==> config.mk <==
export PLATFORM = sky130hd
export DESIGN_NAME = swi_bank
export DESIGN_NICKNAME = d
export VERILOG_FILES = /design/src/rtl/swi_pkg.sv /design/src/rtl/swi_decode.sv /design/src/rtl/swi_pending_bank.sv /design/src/rtl/swi_response.sv /design/src/rtl/swi_bank.sv
export SDC_FILE = /design/constraint.sdc
export NUM_CORES = 1
export LEC_CHECK = 0
export BUFFER_PORTS_ARGS = -buffer_cell sky130_fd_sc_hd__buf_2
export CORE_ASPECT_RATIO = 0.8
export CORE_UTILIZATION = 31
export DETAILED_ROUTE_END_ITERATION = 7
export PLACE_DENSITY_LB_ADDON = 0.12
export SLEW_MARGIN = 25
export SYNTH_ARGS = -nofsm -noshare
export SYNTH_HDL_FRONTEND = slang
export SYNTH_SLANG_ARGS = --single-unit
==> constraint.sdc <==
create_clock -name clk -period 1.32 [get_ports clk]
set_clock_uncertainty 0.2 [all_clocks]
set_input_delay 0.198 -clock clk [delete_from_list [all_inputs] [get_ports clk]]
set_output_delay 0.198 -clock clk [all_outputs]
set_load 0.02 [all_outputs]
==> src/rtl/swi_pkg.sv <==
package swi_pkg;
  typedef enum logic {
    SWI_MACHINE    = 1'b0,
    SWI_SUPERVISOR = 1'b1
  } swi_mode_e;

  localparam int unsigned SWI_DATA_W     = 32;
  localparam int unsigned SWI_WORD_BYTES = 4;
endpackage

==> src/rtl/swi_decode.sv <==
module swi_decode #(
  parameter int unsigned NUM_HARTS    = 8,
  parameter int unsigned ADDR_W       = 16,
  parameter int unsigned WINDOW_BYTES = 16384,
  localparam int unsigned WIN_AW      = $clog2(WINDOW_BYTES),
  localparam int unsigned SLOT_W      = WIN_AW - $clog2(swi_pkg::SWI_WORD_BYTES),
  localparam int unsigned IDX_W       = (NUM_HARTS > 1) ? $clog2(NUM_HARTS) : 1
) (
  input  logic [ADDR_W-1:0] addr,
  output logic              in_window,
  output logic              hart_hit,
  output logic [IDX_W-1:0]  hart_idx
);
  localparam int unsigned LSB = $clog2(swi_pkg::SWI_WORD_BYTES);

  logic [SLOT_W-1:0] slot;
  logic [LSB-1:0]    unused_byte_lane;

  assign slot             = addr[WIN_AW-1:LSB];
  assign unused_byte_lane = addr[LSB-1:0];

  generate
    if (ADDR_W > WIN_AW) begin : g_range
      assign in_window = ~|addr[ADDR_W-1:WIN_AW];
    end else begin : g_full
      assign in_window = 1'b1;
    end
  endgenerate

  assign hart_hit = in_window && (32'(slot) < 32'(NUM_HARTS));
  assign hart_idx = slot[IDX_W-1:0];
endmodule

==> src/rtl/swi_pending_bank.sv <==
module swi_pending_bank #(
  parameter int unsigned NUM_HARTS = 8,
  localparam int unsigned IDX_W    = (NUM_HARTS > 1) ? $clog2(NUM_HARTS) : 1
) (
  input  logic                 clk,
  input  logic                 rst,
  input  logic                 wr_en,
  input  logic [IDX_W-1:0]     wr_idx,
  input  logic                 wr_bit,
  output logic [NUM_HARTS-1:0] pend
);
  generate
    for (genvar h = 0; h < NUM_HARTS; h++) begin : g_hart
      always_ff @(posedge clk) begin
        if (rst) begin
          pend[h] <= 1'b0;
        end else if (wr_en && (32'(wr_idx) == h)) begin
          pend[h] <= wr_bit;
        end
      end
    end
  endgenerate
endmodule

==> src/rtl/swi_response.sv <==
module swi_response #(
  parameter int unsigned        NUM_HARTS = 8,
  parameter swi_pkg::swi_mode_e MODE      = swi_pkg::SWI_MACHINE,
  localparam int unsigned       IDX_W     = (NUM_HARTS > 1) ? $clog2(NUM_HARTS) : 1,
  localparam int unsigned       DW        = swi_pkg::SWI_DATA_W
) (
  input  logic                 clk,
  input  logic                 rst,
  input  logic                 req_valid,
  input  logic                 req_write,
  input  logic                 in_window,
  input  logic                 hart_hit,
  input  logic [IDX_W-1:0]     hart_idx,
  input  logic [NUM_HARTS-1:0] pend,
  output logic                 rsp_valid,
  output logic                 rsp_fault,
  output logic [DW-1:0]        rsp_rdata
);
  logic rd_bit;

  generate
    if (MODE == swi_pkg::SWI_MACHINE) begin : g_readable
      assign rd_bit = hart_hit && !req_write && pend[hart_idx];
    end else begin : g_write_only
      logic unused_state;
      assign unused_state = ^{pend, hart_idx, hart_hit};
      assign rd_bit = 1'b0;
    end
  endgenerate

  always_ff @(posedge clk) begin
    if (rst) begin
      rsp_valid <= 1'b0;
      rsp_fault <= 1'b0;
      rsp_rdata <= '0;
    end else begin
      rsp_valid <= req_valid;
      rsp_fault <= req_valid && !in_window;
      rsp_rdata <= {{(DW-1){1'b0}}, req_valid && rd_bit};
    end
  end
endmodule

==> src/rtl/swi_bank.sv <==
module swi_bank #(
  parameter int unsigned        NUM_HARTS    = 8,
  parameter int unsigned        ADDR_W       = 16,
  parameter int unsigned        WINDOW_BYTES = 16384,
  parameter swi_pkg::swi_mode_e MODE         = swi_pkg::SWI_MACHINE
) (
  input  logic                   clk,
  input  logic                   rst,
  input  logic                   req_valid,
  input  logic                   req_write,
  input  logic [ADDR_W-1:0]      req_addr,
  input  logic [31:0]            req_wdata,
  output logic                   rsp_valid,
  output logic                   rsp_fault,
  output logic [31:0]            rsp_rdata,
  output logic [NUM_HARTS-1:0]   sw_irq
);
  localparam int unsigned IDX_W = (NUM_HARTS > 1) ? $clog2(NUM_HARTS) : 1;

  logic             in_window;
  logic             hart_hit;
  logic [IDX_W-1:0] hart_idx;
  logic             wr_en;
  logic [30:0]      unused_wdata;

  assign unused_wdata = req_wdata[31:1];
  assign wr_en        = req_valid && req_write && hart_hit;

  swi_decode #(
    .NUM_HARTS   (NUM_HARTS),
    .ADDR_W      (ADDR_W),
    .WINDOW_BYTES(WINDOW_BYTES)
  ) u_decode (
    .addr     (req_addr),
    .in_window(in_window),
    .hart_hit (hart_hit),
    .hart_idx (hart_idx)
  );

  swi_pending_bank #(
    .NUM_HARTS(NUM_HARTS)
  ) u_bank (
    .clk   (clk),
    .rst   (rst),
    .wr_en (wr_en),
    .wr_idx(hart_idx),
    .wr_bit(req_wdata[0]),
    .pend  (sw_irq)
  );

  swi_response #(
    .NUM_HARTS(NUM_HARTS),
    .MODE     (MODE)
  ) u_rsp (
    .clk      (clk),
    .rst      (rst),
    .req_valid(req_valid),
    .req_write(req_write),
    .in_window(in_window),
    .hart_hit (hart_hit),
    .hart_idx (hart_idx),
    .pend     (sw_irq),
    .rsp_valid(rsp_valid),
    .rsp_fault(rsp_fault),
    .rsp_rdata(rsp_rdata)
  );
endmodule

After elaboration in Yosys (flattened, before gate mapping)
Index checks and enable logic that the tools add are counted.

Bits in registers: 42. Input port bits: 52. Output and inout bits: 42. Logic and storage cells: 42.

Magnitude comparators: 2. Equality and inequality tests: 7. Multiplexer cells: 2. Reduce and logical (&&, ||, !) cells: 19.

Operators with widths (number): 1-bit logical AND (15); 3-bit equality test, second input constant (4); 12-bit by 4-bit less-than comparator with 1-bit output, second input constant (1); 3-bit by 2-bit equality test with 1-bit output, second input constant (2); 3-bit by 4-bit less-than comparator with 1-bit output, second input constant (1); 1-bit binary-select mux with 3-bit select (1); 3-bit by 1-bit equality test with 1-bit output, second input constant (1); 3-bit logical NOT (1); 1-bit logical NOT (2); 2-bit OR reduction (1); 1-bit two-way mux (1).

Depth between registers and ports, before layout
Gate-level depths: netlist of run 1.

Word-level depth: 6. Gate-level depth with buffers: 4. Gate-level depth less buffers: 3.

By module
From an unflattened synthesis of run 1, not the netlist that was laid out.

Cell total of the unflattened synthesis: 85. Area, all modules: 825.8 µm².

By module, submodules not included: swi_pending_bank (instances 1, cells each 34, area an instance 386.6 µm²); swi_response (instances 1, cells each 42, area an instance 382.9 µm²); swi_decode (instances 1, cells each 8, area an instance 50.0 µm²); swi_bank (instances 1, cells each 1, area an instance 6.3 µm²).

Least setup slack after synthesis of run 1
Ideal clock, no wire load.

Kind: register to register. Start point: reg u_bank.pend[3]. End point: reg u_rsp.rsp_rdata[0]. Library setup time: 0.092 ns. Data arrival time: 1.065 ns. Data required time: 1.028 ns. Path slack: -0.037 ns. Cell stages (with the launch flop): 4. Buffers on the path: 0. Clock period less this slack: 1.357 ns. Path through: dfxtp_1 mux2i_1 a311o_1 nor4_1.

Cells in the longest elaborated chain, start to end: 4.

Ends and longest elaborated chain: from (decl) (RTL line swi_pending_bank.sv:10) `output logic [NUM_HARTS-1:0] pend`; from (signal, indexed assignment) (RTL line swi_pending_bank.sv:18) `pend[h] <= wr_bit;`; 1-bit binary-select mux with 3-bit select (RTL line swi_response.sv:23) `assign rd_bit = hart_hit && !req_write && pend[hart_idx];`; 1-bit two-way mux (implied by the code) (RTL line swi_response.sv:23); 1-bit logical AND (RTL line swi_response.sv:23); 1-bit logical AND (RTL line swi_response.sv:39) `rsp_rdata <= {{(DW-1){1'b0}}, req_valid && rd_bit};`; to (signal assigned) (RTL line swi_response.sv:39); to (decl) (RTL line swi_response.sv:17) `output logic [DW-1:0] rsp_rdata`.

Every way passes these cells. The select of a mux whose other input is x is not followed. A chain may end at the register's enable or synchronous reset.

Final worst setup path of run 1
Start point: reg u_bank.pend[1]. End point: out sw_irq[1].

RTL lines: to (decl) (RTL line swi_bank.sv:16) `output logic [NUM_HARTS-1:0] sw_irq`.

No word-level cell between the ends.

==> summary.txt, run 1 <==
Outcome
  • Outcome: complete, no violations

Clock tree
  • TritonCTS Sinks: 11
  • Clock transition at path regs: 70 ps
  • CTS tree: done
  • CTS Buf Count: 3
  • Root Buffer: clkbuf_4
  • Worst-Skew Late Latency: 280 ps
  • Setup Buffers After CTS: 0
  • H-Tree Level Count: 1
  • Clock tree buffer depth: 2

Routing
  • Via density: 4.24
  • Drc violations: 0
  • Via Count: 734
  • Final WL: 1.72 mm
  • Drt initial violations: 17
  • DR pass1 iterations: 4
  • Antenna-violating nets left: 0
  • Avg WL per Cell: 9.96 um

Finish
  • Fraction of layout cells with a size suffix above 1: 39.4%
  • Most common cell after layout, fill and taps aside: conb_1
  • Sequential cell area: 225 um2
  • # nets final: 190
  • Multi-input logic area: 518 um2
  • Most frequent cells in the layout: 31 x conb_1, 29 x buf_2, 11 x buf_4
  • Filler Cells Inserted: 291
  • Layout area overhead: 22.2%
  • Final Core Density: 41.7%
  • Antenna diodes: 0

Global route
  • Total grt overflow: 0
  • Vias in the first global route: 624
  • Initial antenna violation count: 0
  • First-pass GRT wire length: 2.63 mm
  • Pin count of the biggest net entering global routing: 10
  • GR Util All Layers: 11.9%

STA
  • Final setup viols: 0
  • Fmax: 795 MHz
  • Fin crit share: 95.3%
  • Fin worst setup slack: 62.4 ps
  • Min Tclk post-route: 1260 ps
  • Final Hold Fails: 0
  • Slew Limit Fails: 0
  • RSZ-0062 raised after global routing: no

Power
  • Power per cell area: 718 nW/um2
  • Net Sw Frac: 33.9%
  • Total design power: 0.762 mW
  • VDD IR max: 0.000369 V
  • Clock share of power: 30.8%
  • Internal: 0.504 mW
  • Gate power share: 25.2%
  • P_sw: 0.258 mW
  • Seq pwr share: 44.0%
  • Static Leak: 0.570 nW

Run
  • Max-cap viol count: 0

Place
  • Dpl ws: -127 ps
  • Port buffer count: 29
  • HPWL Detailed: 1.45 mm
  • GPL Wtd Cong: 0.831

Die
  • Die height: 49.3 um
  • Die area: 3020 um2
  • Die outline width: 61.2 um
  • Initial core utilization: 34.2%
  • Row cnt: 16
  • I/O pin total: 94
  • Core area: 2540 um2

Setup path
  • Worst Setup EP: sw_irq[1]
  • R2R Setup Slk: 80 ps
  • Critical path origin: u_bank.pend[1]
  • WS Path Type: flop to output pin
  • Critical Path Start Type: flop
  • FF-to-FF path depth: 3
  • Worst R2R End: u_rsp.rsp_rdata[0]
  • Worst Setup End Kind: output pin
  • RR Startpoint: u_bank.pend[4]
  • Worst EP arrival: 860 ps
  • Worst Path Max Fanout: 2
  • Worst Path Required: 920 ps

Worst hold path
  • HP Class: input pin to flop

Synth
  • Synthesized flop and latch total: 11
  • Synth top area cells: buf_4 28%, dfxtp_1 25%, mux2i_1 12%
  • YS warnings: 0
  • Distinct cell type count after synthesis: 23
  • Syn Inst Count: 95
  • Yosys top cell area share: 27.7%
  • Mapped Avg Cell Area: 9.14 um2
  • Yosys top cell by area: buf_4
  • Sequential share of the synthesized area: 25.4%
  • Synth Cell Area: 868 um2
## stage by stage
stage	setup TNS (ps)	cell area (um2)	cells	hold WS, ps
CTS	0	1050	173	3.87
detailed placement	-566	1010	168	278
global placement	-571	1010	168	269
floorplan	0	983	125	127
finish	0	1060	173	12.1
global route	0	1060	173	25.8
## flip-flops by register name, indices dropped and copies added, names as in the netlist
signal	count
u_rsp.rsp_rdata	1
u_rsp.rsp_fault	1
u_bank.pend	8
u_rsp.rsp_valid	1
## metal layers
| metal | global-route usage [%] | routed length (um) | up-vias |
|---|---|---|---|
| li1 | - | - | 360 |
| met1 | 14.0 | 734 | 328 |
| met2 | 18.7 | 771 | 44 |
| met3 | 5.84 | 200 | 2 |
| met4 | 3.41 | 16 | 0 |
| met5 | 0 | 0 | - |
## timing repair
item                                   CTS  global route
endpoints found under the hold margin    1             0
gates resized for setup                  0             5
hold buffers                             1             0
setup endpoints to repair                0             1
## critical path, stage by stage, from the launching register on
cell and delay [ps]:
dfxtp_2 320, buf_4 120, buf_2 150
## power by group through the flow
stage / clock network [mW] / registers, mW / logic [mW]
5_1_grt: 0.265 / 0.336 / 0.211
2_1_floorplan: 0 / 0.348 / 0.184
4_1_cts: 0.247 / 0.335 / 0.189
3_5_place_dp: 0 / 0.343 / 0.186
3_3_place_gp: 0 / 0.343 / 0.185
6_report: 0.235 / 0.335 / 0.192
## cell type report
cell class / instances / share of cell area, %
Clock inverter: 1 / 0.472
Timing Repair Buffer: 41 / 22.4
Sequential cell: 11 / 21.2
Clock buffer: 3 / 2.12
Tap cell: 36 / 4.25
Multi-Input combinational cell: 79 / 48.8
Inverter: 2 / 0.708
## cell usage after synthesis, drive strengths merged
master   number
nor3          1
a311o         1
nor2b         1
nor2          3
and4b         2
mux2          1
nand2b       10
conb          1
clkbuf        1
a2111oi       1
dfxtp        11
and4          1
nand4         8
nand3         1
nor4          4
nand2         1
a2bb2o        1
mux2i        10
buf          32
inv           2
nor4b         1
nor4bb        1
## cells by family (layout without fill, tap and decap cells)
kind of cell           Yosys count  after routing  synth area share, %
buffers and inverters           35             47                 29.0
and+or+nand+nor                 34             34                 29.1
muxes                           11             11                 12.8
DFF                             11             11                 25.4
AOI/OAI and AO/OA                3              3                 3.31
other                            1             31                0.432
## worst min path at each step
stage / start / endpoint / cells after the start
after CTS: req_addr[15] / u_rsp.rsp_fault / 3
after floorplan: req_addr[14] / u_rsp.rsp_fault / 2
final: req_addr[15] / u_rsp.rsp_fault / 3
after global placement: req_addr[14] / u_rsp.rsp_fault / 3
after global routing: req_addr[15] / u_rsp.rsp_fault / 3
after detailed placement: req_addr[14] / u_rsp.rsp_fault / 3
Note: power is estimated with default switching activity, not from simulation.
==> run 2: changes to the inputs <==
--- a/config.mk
+++ b/config.mk
@@ -7,6 +7,7 @@
 export LEC_CHECK = 0
 export BUFFER_PORTS_ARGS = -buffer_cell sky130_fd_sc_hd__buf_2
 export CORE_ASPECT_RATIO = 0.8
+export CORE_MARGIN = 3
 export CORE_UTILIZATION = 31
 export DETAILED_ROUTE_END_ITERATION = 7
 export PLACE_DENSITY_LB_ADDON = 0.12
==> summary.txt, run 2 (synthesized netlist as in run 1, its figures left out) <==
Setup path
  • WS Path Type: flop to output pin
  • Critical Path Start Type: flop
  • Worst Path Max Fanout: 2 (unchanged)
  • Worst Setup End Kind: output pin
  • Worst EP arrival: 860 ps (about the same)
  • Worst Path Required: 920 ps (about the same)

Die
  • I/O pin total: 94 (unchanged)
  • Row cnt: 16 (unchanged)
  • Core area: 2560 um2 (+0.79%)
  • Initial core utilization: 33.9% (-0.27 points)
  • Die height: 53.3 um (+8.1%)
  • Die area: 3480 um2 (+15%)
  • Die outline width: 65.2 um (+6.5%)

Power
  • Total design power: 0.758 mW (-0.50%)
  • Net Sw Frac: 32.9% (-0.96 points)
  • VDD IR max: 0.000258 V (-30%)
  • Power per cell area: 704 nW/um2 (-2.0%)
  • Seq pwr share: 44.2% (+0.2 points)
  • Clock share of power: 30.0% (-0.8 points)
  • Internal: 0.509 mW (+0.95%)
  • P_sw: 0.250 mW (-3.3%)
  • Gate power share: 25.8% (+0.6 points)
  • Static Leak: 0.579 nW (+1.6%)

Clock tree
  • Worst-Skew Late Latency: 270 ps (about the same)
  • Setup Buffers After CTS: 0 (unchanged)
  • Hold Buf Count CTS: 0 (-1)
  • CTS tree: done
  • TritonCTS Sinks: 11 (unchanged)
  • CTS Buf Count: 3 (unchanged)
  • H-Tree Level Count: 1 (unchanged)
  • Clock transition at path regs: 70 ps (about the same)
  • Root Buffer: clkbuf_4
  • Clock tree buffer depth: 2 (unchanged)

Finish
  • Layout area overhead: 24.1%
  • # nets final: 192 (+1.1%)
  • Most common cell after layout, fill and taps aside: conb_1
  • Final Core Density: 42.0% (+0.31 points)
  • Most frequent cells in the layout: 31 x conb_1, 28 x buf_2, 15 x buf_4
  • Antenna diodes: 0 (unchanged)
  • Fraction of layout cells with a size suffix above 1: 39.6% (+0.15 points)
  • Largest register FFs: 8 (unchanged)
  • Largest Register: u_bank.pend
  • Filler Cells Inserted: 285 (-2.1%)
  • Cell area after layout: 1080 um2 (+1.5%)

STA
  • RSZ-0062 raised after global routing: no
  • Min Tclk post-route: 1260 ps (+0.125 ps)
  • Fmax: 795 MHz (about the same)
  • Slew Limit Fails: 0 (unchanged)
  • Fin crit share: 95.3% (about the same)
  • Final Hold Fails: 0 (unchanged)
  • Final setup viols: 0 (unchanged)

Routing
  • Via Count: 747 (+1.8%)
  • Via density: 4.27 (+0.61%)
  • Drt initial violations: 16 (-1)
  • Avg WL per Cell: 11.2 um (+13%)
  • Drc violations: 0 (unchanged)
  • Antenna-violating nets left: 0 (unchanged)
  • DR pass1 iterations: 4 (unchanged)
  • Final WL: 1.97 mm (+14%)

Place
  • HPWL Detailed: 1.70 mm (+18%)
  • Port buffer count: 29 (unchanged)
  • GPL Wtd Cong: 0.852 (+2.6%)
  • DP Area: 1030 um2 (+2.2%)

Outcome
  • Outcome: complete, no violations

Global route
  • Pin count of the biggest net entering global routing: 10 (unchanged)
  • First-pass GRT wire length: 3.12 mm (+19%)
  • Initial antenna violation count: 0 (unchanged)
  • Total grt overflow: 0 (unchanged)
  • GR Util All Layers: 12.2% (+0.30 points)
  • Vias in the first global route: 688 (+10%)

Run
  • Max-cap viol count: 0 (unchanged)

Worst hold path
  • HP Class: input pin to flop
[run 2: metrics by stage]
step | setup slack [ps] | setup TNS (ps) | instances | hold slack (ps)
after floorplan | 24.1 | 0 | 125 | 127
after global placement | -94.6 | -740 | 171 | 270
after detailed placement | -120 | -906 | 171 | 288
after CTS | 33.4 | 0 | 175 | 8.50
after global routing | 6.90 | 0 | 175 | 13.8
final | 62.2 | 0 | 175 | 12.4
[run 2: cell type report]
cell class                      count  area, um2  area share, %
Sequential cell                    11        224           20.8
Clock buffer                        4       26.3           2.44
Timing Repair Buffer               43        253           23.5
Multi-Input combinational cell     79        522           48.4
Inverter                            2       7.51          0.697
Tap cell                           36       45.0           4.18
[run 2: critical path: stages, from the launching register on]
cell and delay, ps:
dfxtp_2 320, buf_4 120, buf_2 150
[run 2: final timing paths]
check	start	endpoint	slack, ps	cells past startpoint
worst max-delay path	u_bank.pend[7]	sw_irq[7]	60	2
worst min-delay path	req_addr[14]	u_rsp.rsp_fault	10	3
worst max register to register	u_bank.pend[1]	u_rsp.rsp_rdata[0]	80	3
worst min register to register	u_bank.pend[0]	u_bank.pend[0]	300	2
[run 2: what timing repair did]
item                                    4_1_cts  5_1_grt
endpoints found under the setup margin        0        3
hold endpoints to repair                      0        0
resized for setup                             0        5
[run 2: layer usage]
layer / track usage, % / share of wire (%) / vias to the layer above
met5: 0 / 0 / -
met4: 2.07 / 0 / 0
met3: 5.94 / 11 / 0
met2: 19.2 / 45 / 42
met1: 15.2 / 44 / 338
li1: - / - / 367
[run 2: power groups by stage]
stage	sequential, mW	combinational [mW]	clock, mW
6_report	0.335	0.196	0.228
4_1_cts	0.335	0.191	0.238
3_5_place_dp	0.343	0.191	0
3_3_place_gp	0.343	0.189	0
2_1_floorplan	0.348	0.184	0
5_1_grt	0.336	0.213	0.269
==> run 3: changes to the inputs <==
--- a/config.mk
+++ b/config.mk
@@ -8,7 +8,7 @@
 export BUFFER_PORTS_ARGS = -buffer_cell sky130_fd_sc_hd__buf_2
 export CORE_ASPECT_RATIO = 0.8
 export CORE_MARGIN = 3
-export CORE_UTILIZATION = 31
+export CORE_UTILIZATION = 37
 export DETAILED_ROUTE_END_ITERATION = 7
 export PLACE_DENSITY_LB_ADDON = 0.12
 export SLEW_MARGIN = 25
==> constraint.sdc (replaced) <==
create_clock -name clk -period 1.52 [get_ports clk]
set_clock_uncertainty 0.2 [all_clocks]
set_input_delay 0.228 -clock clk [delete_from_list [all_inputs] [get_ports clk]]
set_output_delay 0.228 -clock clk [all_outputs]
set_load 0.02 [all_outputs]
==> summary.txt, run 3 (synthesized netlist as in run 1, its figures left out) <==
Setup path
  • Critical Path Start Type: flop
  • FF-to-FF path depth: 3 (unchanged)
  • CP top delay family: flip-flops
  • Worst Path Max Fanout: 3 (+1)
  • Slowest cell delay on critical path: 350 ps (+30 ps)
  • CP Cell Sequence: mux2i_1 > a311o_1 > nor4_1
  • R2R Setup Slk: 240 ps (+160 ps)
  • WS Path Type: flop to flop
  • Worst Setup End Kind: flop
  • Worst EP arrival: 1250 ps (+390 ps)
  • CP bufs+invs: 0 (-2)
  • Critical path's slowest cell: dfxtp_1
  • Worst Path Required: 1500 ps (+580 ps)
  • CP Depth: 3 (+1)

Finish
  • Layout area overhead: 11.7%
  • Most frequent cells in the layout: 31 x conb_1, 29 x buf_2, 11 x dfxtp_1
  • Fraction of layout cells with a size suffix above 1: 31.0% (-8.6 points)
  • # nets final: 182 (-5.2%)
  • Cell area after layout: 970 um2 (-10%)
  • Antenna diodes: 0 (unchanged)
  • Filler Cells Inserted: 257 (-9.8%)
  • Largest register FFs: 8 (unchanged)
  • Most common cell after layout, fill and taps aside: conb_1
  • Largest Register: u_bank.pend

Routing
  • DR pass1 iterations: 4 (unchanged)
  • Drt initial violations: 15 (-1)
  • Antenna-violating nets left: 0 (unchanged)
  • Final WL: 1.76 mm (-11%)
  • Via density: 4.49 (+5.1%)
  • Drc violations: 0 (unchanged)
  • Via Count: 691 (-7.5%)
  • Avg WL per Cell: 11.4 um (+1.5%)

Power
  • Static Leak: 0.526 nW (-9.2%)
  • Total design power: 0.645 mW (-15%)
  • VDD IR max: 0.000427 V (+66%)
  • Power per cell area: 665 nW/um2 (-5.5%)

Clock tree
  • Clock transition at path regs: 70 ps (about the same)
  • CTS tree: done
  • Clock tree buffer depth: 2 (unchanged)
  • Root Buffer: clkbuf_4
  • H-Tree Level Count: 1 (unchanged)
  • TritonCTS Sinks: 11 (unchanged)
  • Setup Buffers After CTS: 0 (unchanged)
  • Worst-Skew Late Latency: 270 ps (about the same)
  • CTS Buf Count: 3 (unchanged)
  • Hold Buf Count CTS: 0 (unchanged)
  • Number of gates resized after CTS: 0 (unchanged)

Die
  • Die area: 2970 um2 (-15%)
  • Initial core utilization: 39.5% (+5.7 points)
  • Die outline width: 60.2 um (-7.7%)
  • Die height: 49.3 um (-7.5%)
  • Core area: 2200 um2 (-14%)
  • Row cnt: 15 (-1)
  • I/O pin total: 94 (unchanged)

Global route
  • GR Util All Layers: 11.6% (-0.57 points)
  • Vias in the first global route: 592 (-14%)
  • Pin count of the biggest net entering global routing: 10 (unchanged)
  • First-pass GRT wire length: 2.62 mm (-16%)
  • Total grt overflow: 0 (unchanged)
  • Initial antenna violation count: 0 (unchanged)

STA
  • Fmax: 784 MHz
  • Fin crit share: 83.9%
  • Hold WS: 28.1 ps (+15.8 ps)
  • Fin worst setup slack: 245 ps (+182 ps)
  • Final Hold Fails: 0 (unchanged)
  • Final setup viols: 0 (unchanged)
  • Min Tclk post-route: 1280 ps
  • RSZ-0062 raised after global routing: no
  • Fin Setup TNS: 0 ps (unchanged)
  • Slew Limit Fails: 0 (unchanged)

Place
  • Dpl ws: 84.1 ps (+204 ps)
  • Port buffer count: 29 (unchanged)
  • GPL Wtd Cong: 0.851 (-0.15%)
  • HPWL Detailed: 1.44 mm (-15%)
  • DP Area: 943 um2 (-8.8%)

Run
  • Max-cap viol count: 0 (unchanged)

Outcome
  • Outcome: complete, no violations

Worst hold path
  • HP Class: input pin to flop
  • Hold path cells: 3 (unchanged)
run 3: changes by cell type in the layout (fill, tap and decap cells not counted), sizes merged:
cell	delta
buf	-10
run 3: final timing paths:
check	start	end
worst max register to register	u_bank.pend[3]	u_rsp.rsp_rdata[0]
worst min-delay path	req_addr[14]	u_rsp.rsp_fault
worst min register to register	u_bank.pend[4]	u_bank.pend[4]
worst max-delay path	u_bank.pend[3]	u_rsp.rsp_rdata[0]
run 3: per-stage QoR:
step / instances / util, %
global placement: 150 / 43.0
floorplan: 125 / -
global route: 154 / 44.2
finish: 154 / 44.2
detailed placement: 150 / 43.0
CTS: 154 / 44.2
run 3: metal layers:
| metal | wire length, um | track usage [%] |
|---|---|---|
| met1 | 772 | 14.5 |
| met2 | 780 | 17.8 |
| met3 | 203 | 6.61 |
| met4 | 0 | 1.11 |
| met5 | 0 | 0 |
run 3: worst register-to-register path, stage by stage (launching register included):
cell     delay (ps)
dfxtp_1         350
mux2i_1          90
a311o_1         350
nor4_1          210
run 3: power breakdown:
group / switching (mW) / internal [mW]
clock: 0.0969 / 0.102
combinational: 0.115 / 0.0400
sequential: 0.000450 / 0.291
run 3: final cells by class:
class / instances / area [um2] / share of cell area (%)
multi-input combinational: 79 / 509 / 52.5
tap: 25 / 31.3 / 3.23
timing repair buffer: 33 / 175 / 18.1
clock buffer: 4 / 26.3 / 2.71
inverter: 2 / 7.51 / 0.774
sequential: 11 / 220 / 22.7
